### config.mk
export PLATFORM = sky130hd
export DESIGN_NAME = plru_tracker
export DESIGN_NICKNAME = d
export VERILOG_FILES = /design/src/rtl/plru_pkg.sv /design/src/rtl/plru_mark.sv /design/src/rtl/plru_pick.sv /design/src/rtl/plru_tracker.sv
export SDC_FILE = /design/constraint.sdc
export NUM_CORES = 1
export LEC_CHECK = 0
export ABC_AREA = 0
export BUFFER_PORTS_ARGS = -buffer_cell sky130_fd_sc_hd__buf_2
export CAP_MARGIN = 10
export CORE_AREA = 2 2 39 41
export CTS_CLUSTER_SIZE = 14
export DETAILED_ROUTE_END_ITERATION = 7
export DIE_AREA = 0 0 41 43
export HOLD_SLACK_MARGIN = 0.06
export PLACE_DENSITY_LB_ADDON = 0.25
export RECOVER_POWER = 100
export SLEW_MARGIN = 10
export SYNTH_ARGS = -nofsm -noshare
export SYNTH_HDL_FRONTEND = slang
export SYNTH_SLANG_ARGS = --single-unit
### constraint.sdc
create_clock -name clk -period 1.8 [get_ports clk]
set_input_delay 0.09 -clock clk [delete_from_list [all_inputs] [get_ports clk]]
set_output_delay 0.09 -clock clk [all_outputs]
set_load 0.03 [all_outputs]
### src/rtl/plru_pkg.sv
package plru_pkg;

    localparam int unsigned NUM_ENTRIES = 4;
    localparam int unsigned IDX_W       = $clog2(NUM_ENTRIES);
    localparam int unsigned HIST_W      = 6;

    typedef logic [HIST_W-1:0] hist_t;
    typedef logic [IDX_W-1:0]  idx_t;

    typedef struct packed {
        hist_t hist;
    } trk_state_t;

    // Bits owned by each entry: a use forces them to grp_val,
    // the entry becomes victim when they hold ~grp_val.
    function automatic hist_t grp_mask(input int unsigned e);
        case (e)
            0:       grp_mask = 6'b111000;
            1:       grp_mask = 6'b100110;
            2:       grp_mask = 6'b010101;
            default: grp_mask = 6'b001011;
        endcase
    endfunction

    function automatic hist_t grp_val(input int unsigned e);
        case (e)
            0:       grp_val = 6'b000000;
            1:       grp_val = 6'b100000;
            2:       grp_val = 6'b010100;
            default: grp_val = 6'b001011;
        endcase
    endfunction

endpackage

### src/rtl/plru_mark.sv
module plru_mark
    import plru_pkg::*;
(
    input  hist_t hist_in,
    input  idx_t  use_idx,
    output hist_t hist_out
);

    hist_t cand [NUM_ENTRIES];

    for (genvar e = 0; e < NUM_ENTRIES; e++) begin : g_cand
        localparam hist_t MASK = grp_mask(e);
        localparam hist_t VAL  = grp_val(e);
        assign cand[e] = (hist_in & ~MASK) | (VAL & MASK);
    end

    always_comb begin
        hist_out = cand[use_idx];
    end

endmodule

### src/rtl/plru_pick.sv
module plru_pick
    import plru_pkg::*;
(
    input  hist_t hist_in,
    output idx_t  victim,
    output logic  no_match
);

    logic [NUM_ENTRIES-1:0] match;

    for (genvar e = 0; e < NUM_ENTRIES; e++) begin : g_match
        localparam hist_t MASK = grp_mask(e);
        localparam hist_t VAL  = grp_val(e);
        assign match[e] = ((hist_in & MASK) == (~VAL & MASK));
    end

    always_comb begin
        victim   = '0;
        no_match = (match == '0);
        for (int i = NUM_ENTRIES - 1; i >= 0; i--) begin
            if (match[i]) victim = idx_t'(i);
        end
    end

    always_comb begin
        assert_err_forces_zero_R7: assert (!no_match || victim == '0);
    end

endmodule

### src/rtl/plru_tracker.sv
module plru_tracker
    import plru_pkg::*;
(
    input  logic       clk,
    input  logic       rst_n,
    input  logic       hit_vld,
    input  logic [1:0] hit_idx,
    input  logic       refill_req,
    output logic [1:0] victim_idx,
    output logic       pattern_err,
    input  logic       sw_wr_en,
    input  logic [5:0] sw_wr_data,
    output logic [5:0] hist_rd
);

    trk_state_t st_d, st_q;
    idx_t       pick_idx;
    logic       pick_err;
    idx_t       use_idx;
    hist_t      marked;

    plru_pick u_pick (
        .hist_in  (st_q.hist),
        .victim   (pick_idx),
        .no_match (pick_err)
    );

    plru_mark u_mark (
        .hist_in  (st_q.hist),
        .use_idx  (use_idx),
        .hist_out (marked)
    );

    always_comb begin
        st_d    = st_q;
        use_idx = refill_req ? pick_idx : hit_idx;
        if (sw_wr_en) begin
            st_d.hist = sw_wr_data;
        end else if (refill_req || hit_vld) begin
            st_d.hist = marked;
        end
    end

    always_ff @(posedge clk or negedge rst_n) begin
        if (!rst_n) st_q <= '0;
        else        st_q <= st_d;
    end

    assign victim_idx  = pick_idx;
    assign pattern_err = pick_err;
    assign hist_rd     = st_q.hist;

    assert_wr_wins_R9: assert property (@(posedge clk) disable iff (!rst_n)
        sw_wr_en |=> hist_rd == $past(sw_wr_data));

    assert_use0_R2: assert property (@(posedge clk) disable iff (!rst_n)
        (!sw_wr_en && !refill_req && hit_vld && hit_idx == 2'd0)
        |=> (hist_rd[5:3] == 3'b000 && hist_rd[2:0] == $past(hist_rd[2:0])));

    assert_use3_R5: assert property (@(posedge clk) disable iff (!rst_n)
        (!sw_wr_en && !refill_req && hit_vld && hit_idx == 2'd3)
        |=> (hist_rd[3] && hist_rd[1] && hist_rd[0]));

    assert_refill_marks_R8: assert property (@(posedge clk) disable iff (!rst_n)
        (!sw_wr_en && refill_req && victim_idx == 2'd1)
        |=> (hist_rd[5] && !hist_rd[2] && !hist_rd[1]));

    assert_hold_R11: assert property (@(posedge clk) disable iff (!rst_n)
        (!sw_wr_en && !refill_req && !hit_vld) |=> $stable(hist_rd));

endmodule

Word level (Yosys, flattened, before mapping)
Index checks and enable logic that the tools add are counted.
Widths: inputs -> output; s select.

word-level totals
  logic and storage cells = 20
  output and inout bits = 9
  input bits = 13
  register bits after elaboration = 6

operators by class
  order comparisons = 1
  reduce and logical (&&, ||, !) cells = 4
  bitwise gates (word level) = 1
  equality and inequality tests = 3
  muxes and demuxes = 10

operators by type and width
  operator            number
  $mux 6              4
  $bmux 6 s2          1
  $mux 2              5
  $logic_not 6->1     1
  $logic_not 4->1     1
  $eq 3x1->1 const B  1
  $eq 3x2->1 const B  1
  $eq 3x3->1 const B  1
  $ge 3x3->1 const B  1
  $not 2->3           1
  $reduce_bool 2->1   1
  $logic_or 1x1->1    1

Logic depth before layout (Yosys ltp)
  depth in word-level cells = 12
  mapped depth = 5
  depth with buffers taken out = 4

Hierarchy
From an unflattened synthesis, not the netlist that was laid out.

unflattened totals
  cell total of the unflattened synthesis = 54
  area total of the unflattened synthesis = 466.7 µm²

modules (own cells, without submodules)
  module        times used  sequential area each (µm²)  cells an instance  area each (µm²)
  plru_tracker  1           150.1                       35                 349.1
  plru_mark     1           0.0                         11                 66.3
  plru_pick     1           0.0                         8                  51.3

Least setup slack after synthesis
OpenSTA, ideal clock, no wires.

  path type = reg-to-reg
  start = register st_q, in the netlist hist_rd[0]
  end = register st_q, in the netlist hist_rd[3]
  data arrival time = 1558 ps
  library setup time = 104 ps
  stages on the path, launching flop included = 5
  slack = 139 ps
  clock period less this slack = 1661 ps
  path buffers = 0
  data required time = 1696 ps
  path through = dfrtp_1 or3b_4 and2_4 and3_4 o41ai_2

between the ends
  word-level cells in the longest chain between the ends = 12
  elaborated cells on any way between the ends = 13
  classes of those cells = 1 x eq/ne; 10 x mux; 1 x bitwise; 1 x reduce/logical

RTL lines
  element                                       line                text
  start: declaration                            plru_tracker.sv:16  trk_state_t st_d, st_q;
  start signal: assignment                      plru_tracker.sv:46  else st_q <= st_d;
  $logic_not 6->1                               plru_pick.sv:14     assign match[e] = ((hist_in & MASK) == (~VAL & MASK));
  $mux 2                                        plru_pick.sv:21     if (match[i]) victim = idx_t'(i);
  $mux 2 * (3 in series)                        plru_pick.sv:21
  $mux 2 *                                      plru_tracker.sv:36  use_idx = refill_req ? pick_idx : hit_idx;
  $not 2->3 (not written as such) *             plru_mark.sv:18     hist_out = cand[use_idx];
  $bmux 6 s2 *                                  plru_mark.sv:18
  $mux 6 (not written as such) * (2 in series)  plru_mark.sv:18
  $mux 6 *                                      plru_tracker.sv:39  end else if (refill_req || hit_vld) begin
  $mux 6 *                                      plru_tracker.sv:37  if (sw_wr_en) begin

Mark *: on every way between the ends. The rest lies on a longest branch, timed or not. The select of a mux whose other input is x is not followed.
A chain may end at the register's enable or synchronous reset.

Worst setup path after layout
  start = register st_q, in the netlist hist_rd[0]
  end = output port pattern_err

between the ends
  word-level cells in the longest chain between the ends = 2
  elaborated cells on any way between the ends = 3
  classes of those cells = 1 x eq/ne; 2 x reduce/logical

RTL lines
  element                                        line                text
  $eq 3x1->1 or $logic_not 6->1 (tied branches)  plru_pick.sv:14
  $logic_not 4->1 *                              plru_pick.sv:19     no_match = (match == '0);
  end: declaration                               plru_tracker.sv:10  output logic pattern_err,

Mark *: on every way between the ends. The rest lies on a longest branch, timed or not.

==> metrics.md <==
| Metric | Value |
|---|---|
| CP peak stage delay | 450 ps |
| Drt total wl | 1.10 mm |
| Starting DRT DRC Count | 0 |
| Total CTS buffers | 3 |
| Total power draw | 0.000540 W |
| Total die area | 1760 um2 |
| Crit path max-delay family | simple AND/OR/NAND/NOR gates |
| Worst Hold Depth | 3 |
| Synth top area share | 0.332 |
| Setup TNS Final | 0 ps |
| Cell Count Post-Placement | 85 |
| Antenna violations before repair | 0 |
| CP max-delay cell | or3_4 |
| Vias per cell | 5.10 |
| Synth async-reset ratio | 1.00 |
| DRC viols | 0 |
| Switching Fraction | 0.407 |
| CP Class | reg -> out |
| CTS Sinks | 6 |
| Most common flop cell mapped by yosys | dfrtp_1 |
| Post-route minimum period | 1660 ps |
| Hold slack | 74.6 ps |
| CTS H-tree depth | 1 |
| Leak | 0.280 nW |
| Post-DRT Antenna Nets | 0 |
| Register area share after synthesis | 0.332 |
| Post-layout nets | 91 |
| Pin count of the biggest net entering global routing | 11 |
| Worst path depth | 5 |
| Die Span X | 41 um |
| Post-synthesis cell count | 50 |
| Overall Global Routing Usage | 0.144 |
| CTS tree | yes |
| Max Cap Viol | 0 |
| Port Buffer Count | 21 |
| Initial core utilization | 0.326 |
| Area Growth Syn to Fin | 36.0% |
| Core Footprint | 1380 um2 |
| Non-Filler Instances | 92 |
| Share of cells above drive strength 1 | 0.303 |
| FP Rows | 14 |
| Clock buffer depth | 2 |
| Fmax | 0.602 GHz |
| Worst reg2reg path depth | 4 |
| Congestion Overflow GR | 0 |
| Yosys reg bits | 6 |
| Fin. Hold Viols | 0 |
| Die Y | 43 um |
| Vias in the first global route | 379 |
| Sw Pwr | 0.000220 W |
| CTS Root Cell | clkbuf_4 |
| Worst path bufs/invs | 1 |
| Diodes inserted | 0 |
| Status | completed |
| Final setup viols | 0 |
| Clock share of power | 0.221 |
| Yosys warning total | 0 |
| CP required | 1710 ps |
| Area leader, netlist | dfrtp_1 |
| Synthesized cell area | 452 um2 |
| Detailed-route wire length per cell | 12.0 um |
| Post-CTS setup buffers | 0 |
| Post-Syn Area per Cell | 9.03 um2 |
| Combinational share of power | 0.449 |
| Most common cell in the netlist | nand2_1 |
| I/O Pins | 22 |
| Cell Pwr Density | 879 nW/um2 |
| Slew Viols, Final | 0 |
| Clock latency on the worst-skew pair | 240 ps |
| Synthesized Nets | 63 |
| Vias | 469 |
| RSZ-0062 raised after global routing | no |
| GPL Wtd Cong | 0.765 |
| Clock transition at path regs | 40 ps |
| Placed wire-length estimate | 877 um |
| Critical Path End Type | primary output |
| 1st-pass router iterations | 1 |
| Critical path arrival | 1570 ps |
| Hold Crit Class | in -> reg |
| Tightest Pin Transition | 378 ps |
| Post-synth EDFFs | 0 |
| Cell-internal power | 0.000320 W |
| Post-synth cell types | 27 |
| Skew final | 4.27 ps |
| Max reg flops | 6 |
| Crit-path max FO | 6 |
| Area contributors post-synth | dfrtp_1 33%, nand2_1 6.6%, a31oi_4 4.7% |
| Final period util | 0.922 |
| Post-DP Area | 569 um2 |
| Crit-path cells | or3_4, and2_4, nand2_1, a31oi_1, clkbuf_2 |
| Reg power frac | 0.329 |
| Synth top cells by count | 8 x nand2_1, 6 x dfrtp_1, 4 x nor2_1 |
| Post-route cell area | 614 um2 |
| CP Launch Type | flip-flop |
| VDD IR max | 0.393 mV |
| Slew HR | 0.749 |
| First-pass GRT wire length | 1.66 mm |
[cell usage in the layout, fill, tap and decap left out, drive strengths merged]
cell and count:
o31ai 1, o211ai 1, o22ai 1, mux2i 2
nand3b 2, or3 1, nor2 4, and4 1
a221o 1, dfrtp 6, o21ai 2, and2 1
dlygate4sd3 4, a21oi 2, inv 3, buf 11
a31o 1, o41ai 1, and3 1, nand3 1
or3b 1, nor3b 1, nor3 1, a32o 1
clkbuf 13, a31oi 3, nand2 8, o311ai 1
[metal layers]
metal,vias to the layer above,GRT usage,wire [um]
li1,241,-,-
met2,13,0.194,502
met4,0,0.120,17
met5,-,0,0
met1,213,0.194,525
met3,2,0.0157,57
[worst reg2reg max path, cell delays in order (launching register included)]
cell	delay (ps)
dfrtp_1	430
or3_4	450
and2_4	160
and3_4	170
o41ai_1	300
[metrics by stage]
step	setup WS, ps	utilization
floorplan	139	-
global placement	260	0.411
detailed placement	205	0.411
CTS	152	0.457
global route	81.5	0.444
finish	140	0.444
[timing repair]
action,CTS,global route
hold buffers,4,0
resized for setup,0,0
setup endpoints to repair,0,0
endpoints found under the hold margin,9,0
[path summary, 6_finish.rpt]
check                           slack [ps]     startpoint           to
worst min-delay path                    70  sw_wr_data[5]   hist_rd[5]
min in group asynchronous              270          rst_n   hist_rd[1]
worst max register to register         180     hist_rd[0]   hist_rd[3]
max in group asynchronous             1280          rst_n   hist_rd[2]
worst min register to register         590     hist_rd[1]   hist_rd[1]
worst max-delay path                   140     hist_rd[0]  pattern_err
[power groups by stage]
| stage | Sequential, W | Clock (W) | Combinational, W |
|---|---|---|---|
| 2_1_floorplan | 0.000214 | 0 | 0.000141 |
| 3_3_place_gp | 0.000178 | 0 | 0.000248 |
| 3_5_place_dp | 0.000179 | 0 | 0.000249 |
| 4_1_cts | 0.000177 | 0.000127 | 0.000255 |
| 5_1_grt | 0.000182 | 0.000136 | 0.000262 |
| 6_report | 0.000178 | 0.000120 | 0.000243 |
[layout make-up]
cell class / count / area (um2)
Sequential cell: 6 / 150
Inverter: 3 / 11.3
Clock buffer: 3 / 22.5
Multi-Input combinational cell: 39 / 275
Tap cell: 16 / 20.0
Timing Repair Buffer: 25 / 135
Fill cell: 166 / 769
[cells by family (layout without fill, tap and decap cells)]
kind of cell / after synthesis / after routing / synth area share
simple gates: 22 / 22 / 0.296
compound gates: 15 / 15 / 0.285
buf+inv: 5 / 31 / 0.0416
mux: 2 / 2 / 0.0443
flops: 6 / 6 / 0.332
Note: power is estimated with default switching activity, not from simulation.
